File: src/rtl/smb_idx_pkg.sv
`timescale 1ns/1ps
package smb_idx_pkg;
  typedef enum logic [2:0] {ST_IDLE, ST_RX, ST_RX_ACK, ST_TX, ST_TX_ACK} link_st_e;
  typedef enum logic [1:0] {PH_ADDR, PH_INDEX, PH_COUNT, PH_WDATA} rx_ph_e;

  // three-level strap pair -> 7-bit address
  function automatic logic [6:0] strap_addr(input logic [1:0] hi, input logic [1:0] lo);
    logic [3:0] h, l, k;
    logic [7:0] a8;
    h  = {2'b00, (hi == 2'b11) ? 2'b10 : hi};
    l  = {2'b00, (lo == 2'b11) ? 2'b10 : lo};
    k  = h * 4'd3 + l;
    case (k)
      4'd0:    a8 = 8'hD8;
      4'd1:    a8 = 8'hDA;
      4'd2:    a8 = 8'hDE;
      4'd3:    a8 = 8'hC2;
      4'd4:    a8 = 8'hC4;
      4'd5:    a8 = 8'hC6;
      4'd6:    a8 = 8'hCA;
      4'd7:    a8 = 8'hCC;
      default: a8 = 8'hCE;
    endcase
    return a8[7:1];
  endfunction
endpackage

File: src/rtl/smb_idx_sync.sv
`timescale 1ns/1ps
module smb_idx_sync #(
  parameter int W = 2
) (
  input  logic         clk_i,
  input  logic         rst_ni,
  input  logic [W-1:0] d_i,
  output logic [W-1:0] q_o
);
  for (genvar g = 0; g < W; g++) begin : g_bit
    logic [1:0] ff_q;
    always_ff @(posedge clk_i or negedge rst_ni) begin
      if (!rst_ni) ff_q <= 2'b11;   // idle bus reads high
      else         ff_q <= {ff_q[0], d_i[g]};
    end
    assign q_o[g] = ff_q[1];
  end
endmodule

File: src/rtl/smb_idx_regfile.sv
`timescale 1ns/1ps
module smb_idx_regfile #(
  parameter logic [3:0] REV_ID  = 4'h0,
  parameter logic [3:0] VEN_ID  = 4'h1,
  parameter logic [7:0] DEV_ID  = 8'hE7,
  parameter logic [4:0] CNT_RST = 5'd8,
  parameter int         IDX_W   = 8
) (
  input  logic             clk_i,
  input  logic             rst_ni,
  input  logic             wr_en_i,
  input  logic [IDX_W-1:0] idx_i,
  input  logic [7:0]       wr_data_i,
  input  logic [1:0]       mode_stat_i,
  input  logic             freq_stat_i,
  output logic [7:0]       rd_data_o,
  output logic [4:0]       cnt_o,
  output logic [11:0]      out_en_o,
  output logic [2:0]       ctrl_o
);
  localparam int OE_LO_W = 8;
  localparam int OE_HI_W = 4;

  logic [2:0]         ctrl_q;
  logic [OE_LO_W-1:0] oe_lo_q;
  logic [OE_HI_W-1:0] oe_hi_q;
  logic [4:0]         cnt_q;

  always_ff @(posedge clk_i or negedge rst_ni) begin
    if (!rst_ni) begin
      ctrl_q  <= '0;
      oe_lo_q <= '1;
      oe_hi_q <= '1;
      cnt_q   <= CNT_RST;
    end else if (wr_en_i) begin
      case (idx_i)
        IDX_W'(0): ctrl_q  <= wr_data_i[3:1];
        IDX_W'(1): oe_lo_q <= wr_data_i;
        IDX_W'(2): oe_hi_q <= wr_data_i[OE_HI_W-1:0];
        IDX_W'(7): cnt_q   <= wr_data_i[4:0];
        default: ;
      endcase
    end
  end

  always_comb begin
    case (idx_i)
      IDX_W'(0): rd_data_o = {mode_stat_i, 2'b00, ctrl_q, freq_stat_i};
      IDX_W'(1): rd_data_o = oe_lo_q;
      IDX_W'(2): rd_data_o = {4'b0000, oe_hi_q};
      IDX_W'(5): rd_data_o = {REV_ID, VEN_ID};
      IDX_W'(6): rd_data_o = DEV_ID;
      IDX_W'(7): rd_data_o = {3'b000, cnt_q};
      default:   rd_data_o = 8'h00;
    endcase
  end

  assign cnt_o    = cnt_q;
  assign out_en_o = {oe_hi_q, oe_lo_q};
  assign ctrl_o   = ctrl_q;
endmodule

File: src/rtl/smb_idx_link.sv
`timescale 1ns/1ps
module smb_idx_link
  import smb_idx_pkg::*;
#(
  parameter int IDX_W = 8
) (
  input  logic             clk_i,
  input  logic             rst_ni,
  input  logic             run_i,
  input  logic             scl_s_i,
  input  logic             sda_s_i,
  input  logic [6:0]       own_addr_i,
  input  logic [7:0]       rd_data_i,
  input  logic [4:0]       cnt_i,
  output logic             sda_oe_o,
  output logic             wr_en_o,
  output logic [IDX_W-1:0] idx_o,
  output logic [7:0]       wr_data_o
);
  localparam int LEFT_W = 6;

  link_st_e          st;
  rx_ph_e            ph;
  logic              scl_q, sda_q;
  logic [3:0]        bcnt;
  logic [7:0]        sh, tx_sh;
  logic [IDX_W-1:0]  ptr;
  logic [7:0]        wr_left;
  logic [LEFT_W-1:0] rd_left;
  logic              go_tx, ack_rx, oe_q;

  logic start_ev, stop_ev, rise, fall, byte_done, rx_ack;
  assign start_ev  = scl_s_i & scl_q & sda_q & ~sda_s_i;
  assign stop_ev   = scl_s_i & scl_q & ~sda_q & sda_s_i;
  assign rise      = scl_s_i & ~scl_q;
  assign fall      = ~scl_s_i & scl_q;
  assign byte_done = run_i && st == ST_RX && fall && bcnt == 4'd8;

  always_comb begin
    case (ph)
      PH_ADDR:  rx_ack = (sh[7:1] == own_addr_i);
      PH_WDATA: rx_ack = (wr_left != 8'd0);
      default:  rx_ack = 1'b1;
    endcase
  end

  assign wr_en_o   = byte_done && ph == PH_WDATA && wr_left != 8'd0;
  assign idx_o     = ptr;
  assign wr_data_o = sh;
  assign sda_oe_o  = oe_q;

  always_ff @(posedge clk_i or negedge rst_ni) begin
    if (!rst_ni) begin
      st      <= ST_IDLE;
      ph      <= PH_ADDR;
      scl_q   <= 1'b1;
      sda_q   <= 1'b1;
      bcnt    <= '0;
      sh      <= '0;
      tx_sh   <= '1;
      ptr     <= '0;
      wr_left <= '0;
      rd_left <= '0;
      go_tx   <= 1'b0;
      ack_rx  <= 1'b0;
      oe_q    <= 1'b0;
    end else begin
      scl_q <= scl_s_i;
      sda_q <= sda_s_i;
      oe_q  <= run_i & (st == ST_RX_ACK || (st == ST_TX && !tx_sh[7]));
      if (!run_i || stop_ev) begin
        st <= ST_IDLE;
      end else if (start_ev) begin
        st   <= ST_RX;
        ph   <= PH_ADDR;
        bcnt <= '0;
      end else begin
        case (st)
          ST_RX: begin
            if (rise && bcnt != 4'd8) begin
              sh   <= {sh[6:0], sda_s_i};
              bcnt <= bcnt + 4'd1;
            end else if (byte_done) begin
              st    <= rx_ack ? ST_RX_ACK : ST_IDLE;
              go_tx <= 1'b0;
              case (ph)
                PH_ADDR:  begin go_tx <= sh[0]; ph <= PH_INDEX; end
                PH_INDEX: begin ptr <= sh; ph <= PH_COUNT; end
                PH_COUNT: begin wr_left <= sh; ph <= PH_WDATA; end
                default: if (wr_left != 8'd0) begin
                  ptr     <= ptr + IDX_W'(1);
                  wr_left <= wr_left - 8'd1;
                end
              endcase
            end
          end
          ST_RX_ACK: if (fall) begin
            bcnt <= '0;
            if (go_tx) begin
              st      <= ST_TX;
              tx_sh   <= {3'b000, cnt_i};      // length byte leads
              rd_left <= {1'b0, cnt_i} + LEFT_W'(1);
            end else begin
              st <= ST_RX;
            end
          end
          ST_TX: if (fall) begin
            if (bcnt == 4'd7) st <= ST_TX_ACK;
            else begin
              tx_sh <= {tx_sh[6:0], 1'b1};
              bcnt  <= bcnt + 4'd1;
            end
          end
          ST_TX_ACK: begin
            if (rise) ack_rx <= ~sda_s_i;
            else if (fall) begin
              if (ack_rx) begin
                st   <= ST_TX;
                bcnt <= '0;
                if (rd_left != '0) begin
                  tx_sh   <= rd_data_i;
                  ptr     <= ptr + IDX_W'(1);
                  rd_left <= rd_left - LEFT_W'(1);
                end else begin
                  tx_sh <= 8'hFF;
                end
              end else begin
                st <= ST_IDLE;
              end
            end
          end
          default: ;
        endcase
      end
    end
  end
endmodule

File: src/rtl/smb_idx_regs.sv
`timescale 1ns/1ps
module smb_idx_regs
  import smb_idx_pkg::*;
#(
  parameter logic [3:0] REV_ID  = 4'h0,
  parameter logic [3:0] VEN_ID  = 4'h1,
  parameter logic [7:0] DEV_ID  = 8'hE7,
  parameter logic [4:0] CNT_RST = 5'd8
) (
  input  logic        clk_i,
  input  logic        rst_ni,
  input  logic        clk_run_i,
  input  logic [1:0]  strap_hi_i,
  input  logic [1:0]  strap_lo_i,
  input  logic        scl_i,
  input  logic        sda_i,
  output logic        sda_o,
  output logic        sda_oe_o,
  input  logic [1:0]  mode_stat_i,
  input  logic        freq_stat_i,
  output logic [11:0] out_en_o,
  output logic [2:0]  ctrl_o
);
  localparam int IDX_W = 8;

  logic             scl_s, sda_s, wr_en;
  logic [IDX_W-1:0] idx;
  logic [7:0]       wr_data, rd_data;
  logic [4:0]       cnt;
  logic [6:0]       own_addr;

  assign own_addr = strap_addr(strap_hi_i, strap_lo_i);
  assign sda_o    = 1'b0;

  smb_idx_sync #(.W(2)) u_sync (
    .clk_i (clk_i),
    .rst_ni(rst_ni),
    .d_i   ({scl_i, sda_i}),
    .q_o   ({scl_s, sda_s})
  );

  smb_idx_link #(.IDX_W(IDX_W)) u_link (
    .clk_i     (clk_i),
    .rst_ni    (rst_ni),
    .run_i     (clk_run_i),
    .scl_s_i   (scl_s),
    .sda_s_i   (sda_s),
    .own_addr_i(own_addr),
    .rd_data_i (rd_data),
    .cnt_i     (cnt),
    .sda_oe_o  (sda_oe_o),
    .wr_en_o   (wr_en),
    .idx_o     (idx),
    .wr_data_o (wr_data)
  );

  smb_idx_regfile #(
    .REV_ID(REV_ID), .VEN_ID(VEN_ID), .DEV_ID(DEV_ID),
    .CNT_RST(CNT_RST), .IDX_W(IDX_W)
  ) u_regs (
    .clk_i      (clk_i),
    .rst_ni     (rst_ni),
    .wr_en_i    (wr_en),
    .idx_i      (idx),
    .wr_data_i  (wr_data),
    .mode_stat_i(mode_stat_i),
    .freq_stat_i(freq_stat_i),
    .rd_data_o  (rd_data),
    .cnt_o      (cnt),
    .out_en_o   (out_en_o),
    .ctrl_o     (ctrl_o)
  );
endmodule

File: config.mk
export PLATFORM = sky130hd
export DESIGN_NAME = smb_idx_regs
export DESIGN_NICKNAME = d
export VERILOG_FILES = /design/src/rtl/smb_idx_pkg.sv /design/src/rtl/smb_idx_sync.sv /design/src/rtl/smb_idx_regfile.sv /design/src/rtl/smb_idx_link.sv /design/src/rtl/smb_idx_regs.sv
export SDC_FILE = /design/constraint.sdc
export NUM_CORES = 1
export LEC_CHECK = 0
export BUFFER_PORTS_ARGS = -buffer_cell sky130_fd_sc_hd__buf_2
export CAP_MARGIN = 20
export CORE_ASPECT_RATIO = 1.25
export CORE_MARGIN = 2
export CORE_UTILIZATION = 40
export CTS_BUF_LIST = sky130_fd_sc_hd__clkbuf_16
export DETAILED_ROUTE_END_ITERATION = 10
export GPL_ROUTABILITY_DRIVEN = 0
export PLACE_DENSITY_LB_ADDON = 0.3
export SETUP_SLACK_MARGIN = 0.1
export SYNTH_ARGS = -nofsm -noshare
export SYNTH_HDL_FRONTEND = slang
export SYNTH_HIERARCHICAL = 1
export SYNTH_SLANG_ARGS = --single-unit
export TNS_END_PERCENT = 50
File: constraint.sdc
create_clock -name clk_i -period 2.67 [get_ports clk_i]
set_clock_uncertainty 0.2 [all_clocks]
set_input_delay 0.267 -clock clk_i [delete_from_list [all_inputs] [get_ports clk_i]]
set_output_delay 0.267 -clock clk_i [all_outputs]
set_load 0.1 [all_outputs]
==> summary.md, run 1 <==
| Metric | Value |
|---|---|
| Vias in the first global route | `3949` |
| Worst-Margin Slew | `0.9745 ns` |
| Async SR Flop Fraction | `1.000` |
| Top Ports | `29` |
| Number of port buffers | `27` |
| Max Root-Sink Buffers | `2` |
| DR WL/cell | `17.01 um` |
| Hold Crit Class | `input pin to flop` |
| Top layer in use | `met4` |
| WL met3 | `376 um` |
| Ys Warns | `6` |
| Met2 routed WL | `5.995 mm` |
| Failing checks | `setup timing` |
| Die area | `0.01262 mm2` |
| Vias per cell | `5.758` |
| Syn Inst Count | `486` |
| Post-synth EDFFs | `0` |
| Metal-1 WL | `4.864 mm` |
| Post-Syn Area | `0.004695 mm2` |
| Most used cell, CP | `ha_1` |
| Reg2Reg Depth | `9` |
| Core ar. | `0.01151 mm2` |
| RSZ-0062 raised after global routing | `true` |
| CP max stage delay | `0.57 ns` |
| CTS buffer count | `9` |
| Vias | `3910` |
| Row cnt | `44` |
| Routed WL | `11.55 mm` |
| N_diodes | `0` |
| Seq cells post-synth | `76` |
| Initial antenna violation count | `0` |
| Final Hold Fails | `0` |
| Nets@finish | `564` |
| Status | `complete, but fails checks` |
| Grt ovf | `0` |
| Fraction of the cycle the final worst path needs | `1.056` |
| Nature of the critical path startpoint | `input pin` |
| Final critical-path required period | `2.819 ns` |
| Layout cells sized above 1 | `0.3068` |
| Routed Antenna Nets | `0` |
| Initial Util | `0.4080` |
| VDD IR-drop max | `0.6673 mV` |
| Primary FF master, synth | `dfrtp_1` |
| Placement Setup Slack | `-0.5181 ns` |
| Die Ht | `125.1 um` |
| Area Growth Syn to Fin | `19.59%` |
| Crit path kind | `input pin to flop` |
| First-pass GRT wire length | `19.18 mm` |
| Detailed placement HPWL | `8.147 mm` |
| Pins Over Slew Limit | `0` |
| Final Power | `4.313 mW` |
| Fin Hold WS | `0.07670 ns` |
| Die W | `100.9 um` |
| Min-Delay Path Depth | `2` |
| CTS H-tree lvls | `3` |
| CP cell instances | `buf_2 -> or2_1 -> ha_1 -> ha_1 -> inv_1 -> fa_2 -> o21ai_1 -> a31o_1 -> xor2_1 -> nor4_1 -> nand4_1 -> a221oi_2 -> mux2_4` |
| # setup viols final | `1` |
| FMAX | `0.3548 GHz` |
| Initial DRC Count | `244` |
| Power Dens Cells | `768.3 mW/mm2` |
| Worst EP required | `2.76 ns` |
| Drt first pass iters | `4` |
| Largest net degree at the start of global routing | `77` |
| GR Util All Layers | `0.1914` |
| Clock tree root driver cell | `clkbuf_16` |
| Worst Path Max Fanout | `6` |
| Worst EP arrival | `2.90 ns` |
| Slew headroom | `0.3503` |
| CP endpoint kind | `flop` |
| Cell variety after synth | `70` |
| Max-cap violations | `0` |
| Syn Area/Cell | `9.659 um2` |
| CTS clk-pin slew, worst paths | `0.06 ns` |
| Drt drc | `0` |
| Pleak | `2.406 nW` |
| CTS tree | `done` |
| Worst path slowest cell | `fa_2` |
| Setup TNS | `-0.1489 ns` |
| Clock Latency Late Sink | `0.35 ns` |
| Register area share after synthesis | `0.4123` |
| Clk sinks | `76` |
| Worst Setup Slack, final | `-0.1489 ns` |
-- registers in the layout (all words and copies together), names as in the netlist, 2 cells and up --
register           cells
u_link/idx_o           8
u_link/tx_sh           8
u_link/wr_data_o       8
u_link/wr_left         8
u_regs/oe_lo_q         8
u_link/rd_left         6
u_regs/cnt_o           5
u_link/bcnt            4
u_regs/oe_hi_q         4
u_sync/g_bit.ff_q      4
u_link/st              3
u_regs/ctrl_o          3
u_link/ph              2
-- synth_stat cells, types with 5 or more instances --
| master | n | area [um2] |
|---|---|---|
| clkbuf_1 | 9 | 33.78 |
| dfstp_2 | 27 | 709.4 |
| ha_1 | 15 | 187.7 |
| o22ai_1 | 5 | 31.28 |
| mux2_2 | 36 | 405.4 |
| nor3_1 | 6 | 30.03 |
| nand3_1 | 15 | 75.07 |
| mux2i_1 | 5 | 50.05 |
| nand4_1 | 6 | 37.54 |
| dfrtp_1 | 49 | 1226 |
| o21ai_1 | 13 | 65.06 |
| a21oi_1 | 22 | 110.1 |
| nor2_1 | 43 | 161.4 |
| o21ai_0 | 31 | 155.2 |
| buf_2 | 8 | 40.04 |
| nor2b_1 | 8 | 50.05 |
| nand2b_1 | 9 | 56.30 |
| nand2_1 | 34 | 127.6 |
| a22oi_1 | 8 | 60.06 |
| xor2_1 | 7 | 61.31 |
| a31oi_1 | 19 | 118.9 |
| inv_1 | 21 | 78.83 |
-- path summary, 6_finish.rpt --
| path | from | endpoint | slack (ns) |
|---|---|---|---|
| setup / recovery | strap_hi_i[1] | u_link/st[1] | -0.15 |
| hold / removal | clk_run_i | u_link/sda_oe_o | 0.08 |
| setup reg to reg | u_link/wr_left[1] | u_regs/oe_lo_q[0] | 0.05 |
| hold reg to reg | u_sync/g_bit[0].ff_q[0] | u_sync/g_bit[0].ff_q[1] | 0.15 |
| max in group asynchronous | rst_ni | u_link/rd_left[3] | 1.21 |
| min in group asynchronous | rst_ni | u_link/wr_left[0] | 0.41 |
-- repair_timing --
action                                  CTS  global route
gates resized for setup                  22            11
endpoints found under the setup margin   21            32
hold buffers                              3             0
setup buffers                             3             1
hold endpoints to repair                 51             0
pin swaps                                 8             5
-- cell usage in the layout, fill, tap and decap left out, types with 5 or more instances in the layout --
| cell type | synthesis | layout |
|---|---|---|
| a21oi_1 | 22 | 22 |
| a22oi_1 | 8 | 8 |
| a31oi_1 | 19 | 19 |
| buf_2 | 8 | 26 |
| buf_4 | 3 | 29 |
| clkbuf_16 | 0 | 9 |
| dfrtp_1 | 49 | 49 |
| dfstp_2 | 27 | 27 |
| ha_1 | 15 | 14 |
| inv_1 | 21 | 19 |
| inv_6 | 0 | 5 |
| mux2_2 | 36 | 16 |
| mux2_4 | 1 | 21 |
| mux2i_1 | 5 | 5 |
| nand2_1 | 34 | 33 |
| nand2b_1 | 9 | 9 |
| nand3_1 | 15 | 13 |
| nand4_1 | 6 | 6 |
| nor2_1 | 43 | 42 |
| nor2b_1 | 8 | 8 |
| nor3_1 | 6 | 6 |
| o21ai_0 | 31 | 30 |
| o21ai_1 | 13 | 11 |
| o22ai_1 | 5 | 5 |
| xor2_1 | 7 | 7 |
-- layer usage --
layer  vias to the layer above  GRT usage
met4                         0    0.08029
met5                         -          0
met3                        21    0.03969
li1                       1879          -
met2                        79     0.3278
met1                      1931     0.2311
-- metrics by stage --
| step | cell area [um2] | instances | utilization |
|---|---|---|---|
| 2_1_floorplan | 4733 | 488 | - |
| 5_1_grt | 5614 | 679 | 0.4879 |
| 6_report | 5614 | 679 | 0.4879 |
| 4_1_cts | 5572 | 678 | 0.4842 |
| 3_5_place_dp | 5124 | 656 | 0.4453 |
| 3_3_place_gp | 5124 | 656 | 0.4453 |
-- critical path: cells and delay by family --
kind | cells | cell delay [ns]
buffers and inverters | 2 | 0.15
AND/OR/NAND/NOR | 3 | 0.66
multiplexers | 1 | 0.18
AO/OA/AOI/OAI | 3 | 0.52
XOR/XNOR | 1 | 0.16
adder cells (fa/ha/maj) | 3 | 0.98
-- power by group --
part           internal (mW)  switching [mW]  leakage [nW]  total, mW
Clock                  0.747           0.536         0.154       1.28
Sequential              1.37           0.290         0.931       1.66
Combinational          0.556           0.812          1.32       1.37
Total                   2.68            1.64          2.41       4.31
-- area by class of cell --
class | count | area, um2
Inverter | 21 | 78.83
Clock inverter | 7 | 85.08
Sequential cell | 76 | 1936
Multi-Input combinational cell | 370 | 2739
Fill cell | 1043 | 5892
Timing Repair Buffer | 58 | 377.9
Tap cell | 138 | 172.7
Clock buffer | 9 | 225.2
-- logic make-up (layout without fill, tap and decap cells) --
family | count (synthesis) | count (layout) | synth area share
XOR/XNOR | 11 | 11 | 0.02052
flip-flops | 76 | 76 | 0.4123
AND/OR/NAND/NOR | 160 | 160 | 0.1895
buffers and inverters | 42 | 95 | 0.03811
adder cells (fa/ha/maj) | 16 | 16 | 0.04424
AO/OA/AOI/OAI | 136 | 136 | 0.1911
multiplexers | 43 | 43 | 0.1026
other | 2 | 4 | 0.001600
(Power assumes the default switching activity.)
==> run 2: changes to the inputs <==
--- a/config.mk
+++ b/config.mk
@@ -14,6 +14,7 @@
 export DETAILED_ROUTE_END_ITERATION = 10
 export GPL_ROUTABILITY_DRIVEN = 0
 export PLACE_DENSITY_LB_ADDON = 0.3
+export REMOVE_ABC_BUFFERS = 1
 export SETUP_SLACK_MARGIN = 0.1
 export SYNTH_ARGS = -nofsm -noshare
 export SYNTH_HDL_FRONTEND = slang
==> summary.md, run 2 (same netlist as run 1, synthesis figures left out) <==
| Metric | Value |
|---|---|
| Worst Setup Slack, final | `-0.1338 ns` |
| Worst-Margin Slew | `0.6598 ns` |
| # setup viols final | `1` |
| CP max stage delay | `0.56 ns` |
| Worst path slowest cell | `fa_2` |
| CTS H-tree lvls | `3` |
| Pins Over Slew Limit | `0` |
| CP endpoint kind | `flop` |
| RSZ-0062 raised after global routing | `true` |
| Die area | `0.01262 mm2` |
| Initial Util | `0.4080` |
| Drt drc | `0` |
| Routed Antenna Nets | `0` |
| Layout cells sized above 1 | `0.3074` |
| Most used cell, CP | `ha_1` |
| FMAX | `0.3567 GHz` |
| Sequential share of power | `0.390` |
| Clk sinks | `76` |
| Grt ovf | `0` |
| Clock Latency Late Sink | `0.34 ns` |
| Crit path kind | `input pin to flop` |
| Vias in the first global route | `3888` |
| Fill cells | `1017` |
| Final Hold Fails | `0` |
| Nature of the critical path startpoint | `input pin` |
| Vias per cell | `5.810` |
| Layout Cells excl Fill | `678` |
| Setup TNS | `-0.1338 ns` |
| Area occupied by multi-input gates | `0.002744 mm2` |
| Die Ht | `125.1 um` |
| Clock tree root driver cell | `clkbuf_16` |
| CP cell instances | `buf_2 -> or2_1 -> ha_1 -> ha_1 -> inv_1 -> fa_2 -> nor3b_2 -> o21ai_1 -> xor2_1 -> nor4_1 -> nand4_1 -> a221oi_2 -> mux2_4` |
| Switch share | `0.3832` |
| GR Util All Layers | `0.1940` |
| Worst EP required | `2.75 ns` |
| Failing checks | `setup timing` |
| First-pass GRT wire length | `19.57 mm` |
| Nets@finish | `563` |
| Die W | `100.9 um` |
| Final core occ | `0.4891` |
| CTS tree | `done` |
| Commonest non-fill, non-tap cell in the layout | `dfrtp_1` |
| Switch Pwr | `1.653 mW` |
| VDD IR-drop max | `0.4626 mV` |
| Initial antenna violation count | `0` |
| Initial DRC Count | `308` |
| Worst EP arrival | `2.89 ns` |
| Min-Delay Path Depth | `2` |
| Drt first pass iters | `6` |
| Pleak | `2.407 nW` |
| Reg2Reg Depth | `10` |
| Placed cell count | `655` |
| Status | `complete, but fails checks` |
| Final critical-path required period | `2.804 ns` |
| Routed WL | `11.56 mm` |
| Gate power share | `0.311` |
| Row cnt | `44` |
| Fin Hold WS | `0.07884 ns` |
| Worst Path Max Fanout | `5` |
| Clock power share | `0.299` |
| DR WL/cell | `17.05 um` |
| Top Ports | `29` |
| Max Root-Sink Buffers | `2` |
| CTS clk-pin slew, worst paths | `0.06 ns` |
| Placement Setup Slack | `-0.6532 ns` |
| Slew headroom | `0.5577` |
| CTS buffer count | `9` |
| Number of port buffers | `27` |
| Largest net degree at the start of global routing | `45` |
| N_diodes | `0` |
| Most frequent cells in the layout | `48 x dfrtp_1, 42 x nor2_1, 33 x nand2_1` |
| Pint | `2.661 mW` |
| Max-cap violations | `0` |
| Core ar. | `0.01151 mm2` |
| Vias | `3939` |
| Register area | `0.001937 mm2` |
| Hold Crit Class | `input pin to flop` |
| Power Dens Cells | `766.5 mW/mm2` |
| Fraction of the cycle the final worst path needs | `1.050` |
| Area Growth Syn to Fin | `19.88%` |
| Detailed placement HPWL | `8.297 mm` |
[run 2: cell types whose count changed in the layout (fill, tap and decap cells not counted), sizes merged]
cell | before | now
buf | 55 | 54
[run 2: worst max-delay path: cells and delay by family]
kind	cells	cell delay, ns
adders and majority gates	3	0.97
AOI/OAI and AO/OA	2	0.33
and+or+nand+nor	4	0.83
muxes	1	0.18
buffers and inverters	2	0.15
xor gates and xnor gates	1	0.16
[run 2: final cells by class]
class | count | share of cell area
timing repair buffer | 57 | 0.06803
inverter | 21 | 0.01401
multi-input combinational | 370 | 0.4875
clock inverter | 7 | 0.01556
tap | 138 | 0.03068
sequential | 76 | 0.3442
clock buffer | 9 | 0.04002
[run 2: routing by layer]
metal / global-route usage / vias up / routed length, um
li1: - / 1882 / -
met1: 0.2419 / 1931 / 4940
met2: 0.3259 / 96 / 5801
met3: 0.02292 / 30 / 393
met4: 0.1017 / 0 / 427
met5: 0 / - / 0
[run 2: worst paths after layout]
check,slack (ns),to,from
min reg2reg,0.15,u_sync/g_bit[1].ff_q[1],u_sync/g_bit[1].ff_q[0]
min,0.08,u_link/sda_oe_o,clk_run_i
min in group asynchronous,0.26,u_link/idx_o[7],rst_ni
max in group asynchronous,1.30,u_sync/g_bit[0].ff_q[1],rst_ni
max reg2reg,0.02,u_regs/oe_lo_q[5],u_link/wr_left[1]
max,-0.13,u_link/st[1],strap_hi_i[1]
[run 2: per-stage QoR]
step | cell area, um2 | power (mW)
floorplan | 4602 | 2.560
global placement | 5085 | 2.917
detailed placement | 5085 | 2.956
CTS | 5564 | 4.303
global route | 5628 | 4.596
finish | 5628 | 4.314
[run 2: timing repair]
| item | in CTS | in global routing |
|---|---|---|
| buffers inserted | 2 | 2 |
| hold endpoints to repair | 23 | 0 |
| resized for setup | 32 | 10 |
| pin swaps | 7 | 7 |
| endpoints found under the setup margin | 21 | 37 |
| hold buffers | 3 | 0 |
[run 2: power groups by stage]
stage | registers, mW | logic, mW | clock network, mW
final | 1.68 | 1.34 | 1.29
after CTS | 1.67 | 1.31 | 1.32
after global routing | 1.72 | 1.51 | 1.37
after global placement | 1.68 | 1.23 | 0
after floorplan | 1.63 | 0.926 | 0
after detailed placement | 1.69 | 1.27 | 0
